$ cat src/rtl/srx_pkg.sv
package srx_pkg;
  typedef enum logic [2:0] {
    S_IDLE,
    S_START,
    S_DATA,
    S_PAR,
    S_STOP
  } srx_state_e;
endpackage

$ cat src/rtl/srx_sync.sv
module srx_sync #(
  parameter int STAGES = 2
) (
  input  logic clk,
  input  logic rst_n,
  input  logic d,
  output logic q
);
  logic [STAGES-1:0] pipe;

  always_ff @(posedge clk or negedge rst_n) begin
    if (!rst_n) pipe <= '1;
    else        pipe <= {pipe[STAGES-2:0], d};
  end

  assign q = pipe[STAGES-1];
endmodule

$ cat src/rtl/srx_bit_timer.sv
module srx_bit_timer #(
  parameter int CW = 16
) (
  input  logic          clk,
  input  logic          rst_n,
  input  logic          load,
  input  logic [CW-1:0] load_val,
  output logic          tick
);
  logic [CW-1:0] cnt;

  always_ff @(posedge clk or negedge rst_n) begin
    if (!rst_n)          cnt <= '0;
    else if (load)       cnt <= load_val;
    else if (cnt != '0)  cnt <= cnt - 1'b1;
  end

  assign tick = (cnt == '0);
endmodule

$ cat src/rtl/srx_parity.sv
module srx_parity #(
  parameter int W = 8
) (
  input  logic [W-1:0] data,
  input  logic [2:0]   mode,
  output logic         enabled,
  output logic         expected
);
  always_comb begin
    enabled = mode[0];
    if (mode[2])      expected = ~mode[1];
    else if (mode[1]) expected = ^data;
    else              expected = ~^data;
  end
endmodule

$ cat src/rtl/serial_byte_rx.sv
module serial_byte_rx
  import srx_pkg::*;
#(
  parameter int DATA_BITS   = 8,
  parameter int DIV_W       = 16,
  parameter int SYNC_STAGES = 2
) (
  input  logic                 clk,
  input  logic                 rst_n,
  input  logic                 rx_en,
  input  logic [DIV_W-1:0]     divisor,
  input  logic [2:0]           parity_mode,
  input  logic                 rx_line,
  output logic                 out_valid,
  input  logic                 out_ready,
  output logic [DATA_BITS-1:0] out_data,
  output logic                 parity_err
);
  localparam int IDX_W = $clog2(DATA_BITS + 1);
  localparam logic [IDX_W-1:0] LAST_IDX = IDX_W'(DATA_BITS - 1);

  srx_state_e           state;
  logic                 rx_s, rx_prev, fall;
  logic                 load, tick;
  logic [DIV_W-1:0]     load_val;
  logic [DATA_BITS-1:0] shreg;
  logic [IDX_W-1:0]     bit_idx;
  logic                 par_on, par_exp, par_bad;

  srx_sync #(.STAGES(SYNC_STAGES)) u_sync (
    .clk(clk), .rst_n(rst_n), .d(rx_line), .q(rx_s)
  );

  srx_bit_timer #(.CW(DIV_W)) u_timer (
    .clk(clk), .rst_n(rst_n), .load(load), .load_val(load_val), .tick(tick)
  );

  srx_parity #(.W(DATA_BITS)) u_par (
    .data(shreg), .mode(parity_mode), .enabled(par_on), .expected(par_exp)
  );

  always_ff @(posedge clk or negedge rst_n) begin
    if (!rst_n) rx_prev <= 1'b1;
    else        rx_prev <= rx_s;
  end

  assign fall = rx_prev & ~rx_s;

  always_comb begin
    load     = 1'b0;
    load_val = divisor;
    case (state)
      S_IDLE: if (rx_en && fall) begin
        load     = 1'b1;
        load_val = divisor >> 1;
      end
      S_START, S_DATA, S_PAR: load = tick;
      default: load = 1'b0;
    endcase
  end

  always_ff @(posedge clk or negedge rst_n) begin
    if (!rst_n) begin
      state      <= S_IDLE;
      shreg      <= '0;
      bit_idx    <= '0;
      par_bad    <= 1'b0;
      out_valid  <= 1'b0;
      out_data   <= '0;
      parity_err <= 1'b0;
    end else begin
      parity_err <= 1'b0;
      if (out_valid && out_ready) out_valid <= 1'b0;
      if (!rx_en) begin
        state <= S_IDLE;
      end else begin
        case (state)
          S_IDLE: begin
            bit_idx <= '0;
            par_bad <= 1'b0;
            if (fall) state <= S_START;
          end
          S_START: if (tick) state <= rx_s ? S_IDLE : S_DATA;
          S_DATA: if (tick) begin
            shreg   <= {rx_s, shreg[DATA_BITS-1:1]};
            bit_idx <= bit_idx + 1'b1;
            if (bit_idx == LAST_IDX) state <= par_on ? S_PAR : S_STOP;
          end
          S_PAR: if (tick) begin
            par_bad <= (rx_s != par_exp);
            state   <= S_STOP;
          end
          S_STOP: if (tick) begin
            state <= S_IDLE;
            if (rx_s) begin
              out_valid  <= 1'b1;
              out_data   <= shreg;
              parity_err <= par_bad;
            end
          end
          default: state <= S_IDLE;
        endcase
      end
    end
  end
endmodule

$ cat config.mk
export PLATFORM = sky130hd
export DESIGN_NAME = serial_byte_rx
export DESIGN_NICKNAME = d
export VERILOG_FILES = /design/src/rtl/srx_pkg.sv /design/src/rtl/srx_sync.sv /design/src/rtl/srx_bit_timer.sv /design/src/rtl/srx_parity.sv /design/src/rtl/serial_byte_rx.sv
export SDC_FILE = /design/constraint.sdc
export NUM_CORES = 1
export LEC_CHECK = 0
export CORE_UTILIZATION = 57
export CTS_CLUSTER_SIZE = 14
export DETAILED_ROUTE_END_ITERATION = 16
export DONT_BUFFER_PORTS = 1
export PLACE_DENSITY_LB_ADDON = 0.08
export SETUP_SLACK_MARGIN = 0.15
export SYNTH_ARGS = -nofsm -noshare
export SYNTH_HDL_FRONTEND = slang
export SYNTH_SLANG_ARGS = --single-unit
export TNS_END_PERCENT = 30
$ cat constraint.sdc
create_clock -name clk -period 2.1 [get_ports clk]
set_clock_uncertainty 0.2 [all_clocks]
set_input_delay 0.315 -clock clk [delete_from_list [all_inputs] [get_ports clk]]
set_output_delay 0.315 -clock clk [all_outputs]
set_load 0.01 [all_outputs]
# == After elaboration in Yosys (flattened, before gate mapping) ==
# Cells that the tools add are included.
# totals
regBits,45
inputBits,24
wordCells,76
# classes
n_eq_ne,14
muxes,31
n_reduce_logical,16
bitwise,3
addsub,2
# op_table
cell,n
2-to-1 mux 16 bit,4
2-to-1 mux 3 bit,8
inequality test 3 bit (second input constant),6
zero test 16 bit,1
nonzero test 16 bit,1
subtractor 16 x 1 -> 16 bit (second input constant),1
one-hot mux 3 bit (5 select lines),1
2-to-1 mux 1 bit,13
AND reduction 3 bit,3
one-hot mux 4 bit (2 select lines),1
XNOR reduction 8 bit,1
XOR reduction 8 bit,1
equality test 3 x 2 -> 1 bit (second input constant),2
AND reduction 6 bit,1
nonzero test 2 bit,3
adder 4 x 1 -> 4 bit (second input constant),1
equality test 4 x 3 -> 1 bit (second input constant),1
2-to-1 mux 4 bit,1
inequality test 2 bit (second input constant),2
one-hot mux 1 bit (2 select lines),2
AND reduction 4 bit,1
equality test 3 x 1 -> 1 bit (second input constant),1
equality test 3 bit (second input constant),1
zero test 3 bit,1
6 further kinds,8

# == Longest topological paths before layout ==
# Gate-level depths: netlist (run 1).
# logic_depth
ltp_word,6
mapped_depth,8

# == Modules after synthesis ==
# A second synthesis (run 1) with hierarchy kept.
# unflattened
cells_unflattened,239
area_unflattened_um2,2691.3
# by_module_without_submodules
module,area_each_um2,instances,cells_per_inst
serial_byte_rx,1551.5,1,123
srx_bit_timer,1006.0,1,104
srx_parity,81.3,1,10
srx_sync,52.6,1,2

# == Least setup slack after synthesis (run 1) ==
# Ideal clock, no wire load.
# synth_path
path_type,reg-to-reg
start,register u_timer.cnt[0]
end,register out_data[0]
synth_period_minus_slack_ns,2.321
required_ns,1.775
stages_incl_launch_ff,8
setup_ns,0.125
arrival_ns,1.996
setup_slack_ns,-0.221
cell_sequence,dfrtp_1 inv_1 ha_1 nor3b_1 nand4_4 or3_1 buf_6 mux2_4
# synth_between
elab_chain_len,2
# synth_lines
element,line,rtl
from (decl),srx_bit_timer.sv:10,logic [CW-1:0] cnt;
from (signal assigned),srx_bit_timer.sv:14,else if (load) cnt <= load_val;
from (signal assigned),srx_bit_timer.sv:15,else if (cnt != '0) cnt <= cnt - 1'b1;
zero test 16 bit,srx_bit_timer.sv:18,assign tick = (cnt == '0);
AND reduction 4 bit (no line),n/a,
to (signal assigned),serial_byte_rx.sv:97,out_data <= shreg;
to (decl),serial_byte_rx.sv:16,"output logic [DATA_BITS-1:0] out_data,"
# Every way passes these cells.
# A chain may end at the register's enable or synchronous reset.

# == Worst setup path after layout (run 1) ==
# layout_path
start,register u_timer.cnt[5]
end,register out_data[0]
# Same word-level chain as after synthesis.

==> results of run 1 <==
-- registers in the layout, indices dropped and copies added (netlist names) --
name,cells
out_valid,1
parity_err,1
out_data,8
state,3
par_bad,1
u_timer.cnt,16
rx_prev,1
shreg,8
u_sync.pipe,2
bit_idx,4
-- where the power goes --
group / total (mW) / switching [mW] / internal, mW
clock network: 0.574 / 0.333 / 0.241
registers: 1.11 / 0.134 / 0.972
logic: 0.826 / 0.389 / 0.437
-- layer usage --
layer  vias up  wire length (µm)  GRT usage [%]
li1       1058                 -              -
met1      1099              2930           39.0
met2        59              3180           47.1
met3        11               314           5.92
met4         0               109           10.5
met5         -                 0              0
-- cell usage after synthesis, types with 5 or more instances --
cell type | count | area [µm²]
nand2_1 | 27 | 101
o21ai_0 | 12 | 60.1
dfrtp_1 | 42 | 1050
a31oi_1 | 11 | 68.8
nand4_1 | 5 | 31.3
xor2_1 | 6 | 52.6
nand3_1 | 19 | 95.1
nor3_1 | 8 | 40.0
a21oi_1 | 11 | 55.1
xnor2_1 | 10 | 87.6
inv_1 | 6 | 22.5
clkbuf_1 | 9 | 33.8
mux2_2 | 8 | 90.1
mux2_4 | 8 | 120
mux2i_1 | 5 | 50.1
nor2_1 | 22 | 82.6
-- layout make-up --
cell class                 count  area [µm²]
multi-input combinational    197        1460
clock inverter                 3        25.0
sequential                    45        1130
inverter                       6        22.5
timing repair buffer          64         591
fill                         264         787
tap                           50        62.6
clock buffer                   5        68.8
-- worst min-delay path by stage --
stage	start	to
2_1_floorplan	rst_n	bit_idx[0]$_DFFE_PN0P_
3_3_place_gp	rst_n	out_valid$_DFF_PN0_
3_5_place_dp	rst_n	out_valid$_DFF_PN0_
4_1_cts	divisor[15]	u_timer.cnt[15]$_DFFE_PN0P_
5_1_grt	divisor[1]	u_timer.cnt[1]$_DFFE_PN0P_
6_report	divisor[15]	u_timer.cnt[15]$_DFFE_PN0P_
-- kinds of logic after synthesis --
| kind of cell | synth area share [%] |
|---|---|
| simple gates | 22.7 |
| xor+xnor | 5.50 |
| flops | 44.3 |
| compound gates | 12.3 |
| buf+inv | 3.49 |
| mux | 10.2 |
| fa+ha+maj | 1.47 |
-- metrics by stage --
step | total power, mW | setup TNS [ps] | hold WS [ps]
final | 2.51 | -646 | 7.49
after detailed placement | 1.75 | -238 | -180
after floorplan | 1.48 | -145 | -181
after CTS | 2.40 | -77.4 | 1.20
after global placement | 1.73 | -15.2 | -180
after global routing | 2.63 | -1530 | 4.50
-- timing repair --
item	4_1_cts	5_1_grt
gates cloned	0	0
hold buffers	20	0
endpoints found under the setup margin	36	42
buffers inserted	3	4
pin swaps	11	11
hold endpoints to repair	64	0
gates resized for setup	17	18
==> reports/results.ini, run 1 <==
[synth]
syn_inst = 261
syn-cell-area_um2 = 2550
synth-main-ff-cell = dfrtp_1
synth-edff-count = 0
ys_ff_latch = 45
avgSynthCellArea_um2 = 9.77
async_reset_ff_share_pct = 100
ys_warn_count = 0
ys_types = 48
syn-num-nets = 288
seq_area_frac_synth_pct = 44.3

[route]
routed_wirelength_um = 6530
num_vias = 2227
dr.pass1.iters = 4
viasPerCell = 6.02
drc = 0
drt_iter0_markers = 177
ant_nets = 0
routedWlPerCell_um = 17.7

[clock_tree]
cts_buffers = 5
path_clk_slew_ps = 100
cts_buffer_depth = 2
cts_tree = done
ctsHtreeMaxLevel = 2
clock-root-buffer = clkbuf_8
insertion_delay_ps = 300
cts_sinks = 45

[critical_path]
crit_buf_inv = 1
worst-setup-path-type = flip-flop to flip-flop
cp_slowest_stage_delay_ps = 590
cp-end-kind = flip-flop
rrSetupSlack_ps = -70
worstReg2RegEnd = out_data[0]$_DFFE_PN0P_
arrival_ps = 2170
cp.required_ps = 2090
crit_path_start = u_timer.cnt[5]$_DFFE_PN0P_
cp_num_cells = 4
cpMaxStageDelayCell = or4_4
cp_cell_sequence = or4_4 > or3_1 > buf_6 > mux2_4
crit_end = out_data[0]$_DFFE_PN0P_
reg2reg_depth = 4
worstPathMaxFanout = 9
reg2reg_from = u_timer.cnt[5]$_DFFE_PN0P_
crit_family = simple AND/OR/NAND/NOR gates
crit_path_start_kind = flip-flop

[final_layout]
antenna_cells = 0
fin_area_um2 = 3360
drive_gt1_share_pct = 31.3
mostFrequentLayoutCell = dfrtp_1
finalNonFillerCells = 370
nNetsFinal = 346
final_util_pct = 81.0
area_growth_pct = 31.7
final_cell_mix = 42 x dfrtp_1, 35 x buf_4, 26 x nand2_1

[timing]
min_period_ps = 2170
setup_viol = 11
drv_slew = 0
final_hold_viol_count = 0
tightest_slew_ps = 409
fin_ws_ps = -74.9
fmax_ghz = 0.460
rsz0062_at_grt = yes
relSlewSlack_pct = 72.5
post-route-period-util_pct = 104

[hold_path]
hold_path_depth = 2
hold_class = input pin to flip-flop

[global_routing]
grt_max_degree = 46
overflow = 0
grt_pass1_vias = 2099
grt_use_total_pct = 29.3
grt_pass1_wl_um = 10000
antenna_found_initial = 0

[power]
leakage_nw = 1.48
peakVddDrop_v = 0.000637
power_density_nw_per_um2 = 747

[floorplan]
dieArea_um2 = 4740
dieWidth_um = 68.9
coreArea_um2 = 4140
io_pins = 34
initial_core_util_pct = 61.5
die_h_um = 68.9
row_count = 23

[place]
gp_congestion = 0.850
place_area_um2 = 2850
io_buffers = 0
place_hpwl_um = 3990
dpl.cell_count = 335
place_ws_ps = -39.0

[run]
drv_cap = 0

[status]
status = finished with violations
violations = setup timing

(Power assumes the default switching activity.)
==> inputs of run 2 (changes only) <==
--- a/config.mk
+++ b/config.mk
@@ -5,12 +5,13 @@
 export SDC_FILE = /design/constraint.sdc
 export NUM_CORES = 1
 export LEC_CHECK = 0
-export CORE_UTILIZATION = 57
+export CORE_UTILIZATION = 50
 export CTS_CLUSTER_SIZE = 14
 export DETAILED_ROUTE_END_ITERATION = 16
 export DONT_BUFFER_PORTS = 1
 export PLACE_DENSITY_LB_ADDON = 0.08
 export SETUP_SLACK_MARGIN = 0.15
+export SKIP_LAST_GASP = 1
 export SYNTH_ARGS = -nofsm -noshare
 export SYNTH_HDL_FRONTEND = slang
 export SYNTH_SLANG_ARGS = --single-unit
==> run 2 against run 1 <==
Compared with the run above:
- the run still ends with setup timing left
- worst hold slack got worse by 2.3 ps
- die area rose by 14%
- flip-flop and latch count did not move
- combinational power fell by 5.4%
- clock power rose by 21%
- register-to-register slack improved by 40 ps
- setup slack improved by 43 ps
- core utilization fell by 11 points
- sequential power barely moved
- non-clock buffer count rose by 2
- final cell count rose by 5.1%
- critical path type unchanged
==> reports/results.ini, run 2 (synthesis gave the netlist of run 1 again) <==
[critical_path]
cp-end-kind = flip-flop
worstPathMaxFanout = 9
arrival_ps = 2130
worst-setup-path-type = flip-flop to flip-flop
crit_path_start_kind = flip-flop
cp.required_ps = 2100

[final_layout]
finalNonFillerCells = 389
drive_gt1_share_pct = 30.1
reg_top3 = u_timer.cnt: 16 flops, out_data: 8 flops, shreg: 8 flops
final_cell_mix = 42 x dfrtp_1, 40 x buf_4, 26 x nand2_1
top_register = u_timer.cnt
antenna_cells = 0
mostFrequentLayoutCell = dfrtp_1
nNetsFinal = 348
area_growth_pct = 32.4
nFillCells = 395
largest_reg_flops = 16

[clock_tree]
insertion_delay_ps = 310
cts_buffers = 5
clock-root-buffer = clkbuf_8
cts_sinks = 45
path_clk_slew_ps = 90
cts_buffer_depth = 2
ctsHtreeMaxLevel = 2
cts_tree = done

[global_routing]
grt_pass1_wl_um = 9640
overflow = 0
antenna_found_initial = 0
grt_use_total_pct = 24.1
grt_max_degree = 46
grt_pass1_vias = 2004

[route]
drt_iter0_markers = 131
dr.pass1.iters = 4
num_vias = 2174
routedWlPerCell_um = 16.2
routed_wirelength_um = 6320
drc = 0
ant_nets = 0
viasPerCell = 5.59

[timing]
fin_ws_ps = -31.5
min_period_ps = 2130
fmax_ghz = 0.469
drv_slew = 0
post-route-period-util_pct = 102
rsz0062_at_grt = yes
relSlewSlack_pct = 68.3
final_hold_viol_count = 0
setup_viol = 8
tightest_slew_ps = 475

[place]
gp_congestion = 0.830
place_ws_ps = -33.7
dpl.cell_count = 354
place_hpwl_um = 4120
io_buffers = 0

[floorplan]
dieWidth_um = 73.4
dieArea_um2 = 5390
io_pins = 34
initial_core_util_pct = 52.9
row_count = 25
coreArea_um2 = 4820
die_h_um = 73.4

[run]
drv_cap = 0

[status]
status = finished with violations
violations = setup timing

[hold_path]
hold_class = input pin to flip-flop

[power]
power_density_nw_per_um2 = 762
p_total_mw = 2.57
peakVddDrop_v = 0.000466
leakage_nw = 1.49

## run 2: changes by cell type in the layout (fill, tap and decap cells not counted), moves of 2 or more
cell    before  now
buf_4       35   40
buf_6        8    5
nor3_1       5    7
nor3_2       3    1
## run 2: area by class of cell
| class | instances | area [µm²] | area share, % |
|---|---|---|---|
| Multi-Input combinational cell | 197 | 1430 | 42.4 |
| Sequential cell | 45 | 1130 | 33.5 |
| Timing Repair Buffer | 66 | 589 | 17.5 |
| Tap cell | 67 | 83.8 | 2.48 |
| Clock buffer | 5 | 68.8 | 2.04 |
| Clock inverter | 3 | 50.0 | 1.48 |
| Inverter | 6 | 22.5 | 0.667 |
## run 2: path summary, 6_finish.rpt
path | from | end | slack [ps] | cells after the start
worst min-delay path | divisor[1] | u_timer.cnt[1]$_DFFE_PN0P_ | 5 | 2
max in group asynchronous | rst_n | u_sync.pipe[0]$_DFF_PN1_ | 1140 | 2
worst min register to register | u_sync.pipe[0]$_DFF_PN1_ | u_sync.pipe[1]$_DFF_PN1_ | 160 | 0
worst max-delay path | u_timer.cnt[0]$_DFFE_PN0P_ | out_data[4]$_DFFE_PN0P_ | -30 | 7
min in group asynchronous | rst_n | out_data[7]$_DFFE_PN0P_ | 310 | 2
worst max register to register | u_timer.cnt[0]$_DFFE_PN0P_ | out_data[4]$_DFFE_PN0P_ | -30 | 7
## run 2: through the flow
step                setup TNS (ps)  cell area (µm²)  hold WS, ps  utilization [%]
global route                 -1910             3370         15.1             70.1
finish                        -226             3370         5.18             70.1
detailed placement           -60.3             2870         -180             59.7
CTS                              0             3270         1.60             67.9
floorplan                     -145             2560         -181                -
global placement                 0             2870         -180             59.7
## run 2: worst max-delay path: stages (launching register included)
cell and delay [ps]:
dfrtp_1 400, inv_2 80, ha_4 130, nor3b_4 260, nand4_4 150, or3_4 350, buf_8 160, mux2_4 290
## run 2: repair_timing
| item | in CTS | in global routing |
|---|---|---|
| buffers inserted | 4 | 3 |
| resized for setup | 8 | 20 |
| pin swaps | 4 | 8 |
| endpoints found under the setup margin | 39 | 42 |
| hold buffers | 20 | 0 |
| hold endpoints to repair | 63 | 0 |
## run 2: where the power goes
part / internal, mW / switching, mW
registers: 0.972 / 0.122
logic: 0.397 / 0.384
clock network: 0.365 / 0.331
total: 1.73 / 0.838
## run 2: layer usage
| layer | vias to the layer above | routed length (µm) | GRT usage (%) |
|---|---|---|---|
| met5 | - | 0 | 0 |
| met4 | 0 | 94 | 7.26 |
| met3 | 9 | 196 | 4.66 |
| met2 | 44 | 3050 | 39.1 |
| met1 | 1059 | 2980 | 32.6 |
| li1 | 1062 | - | - |
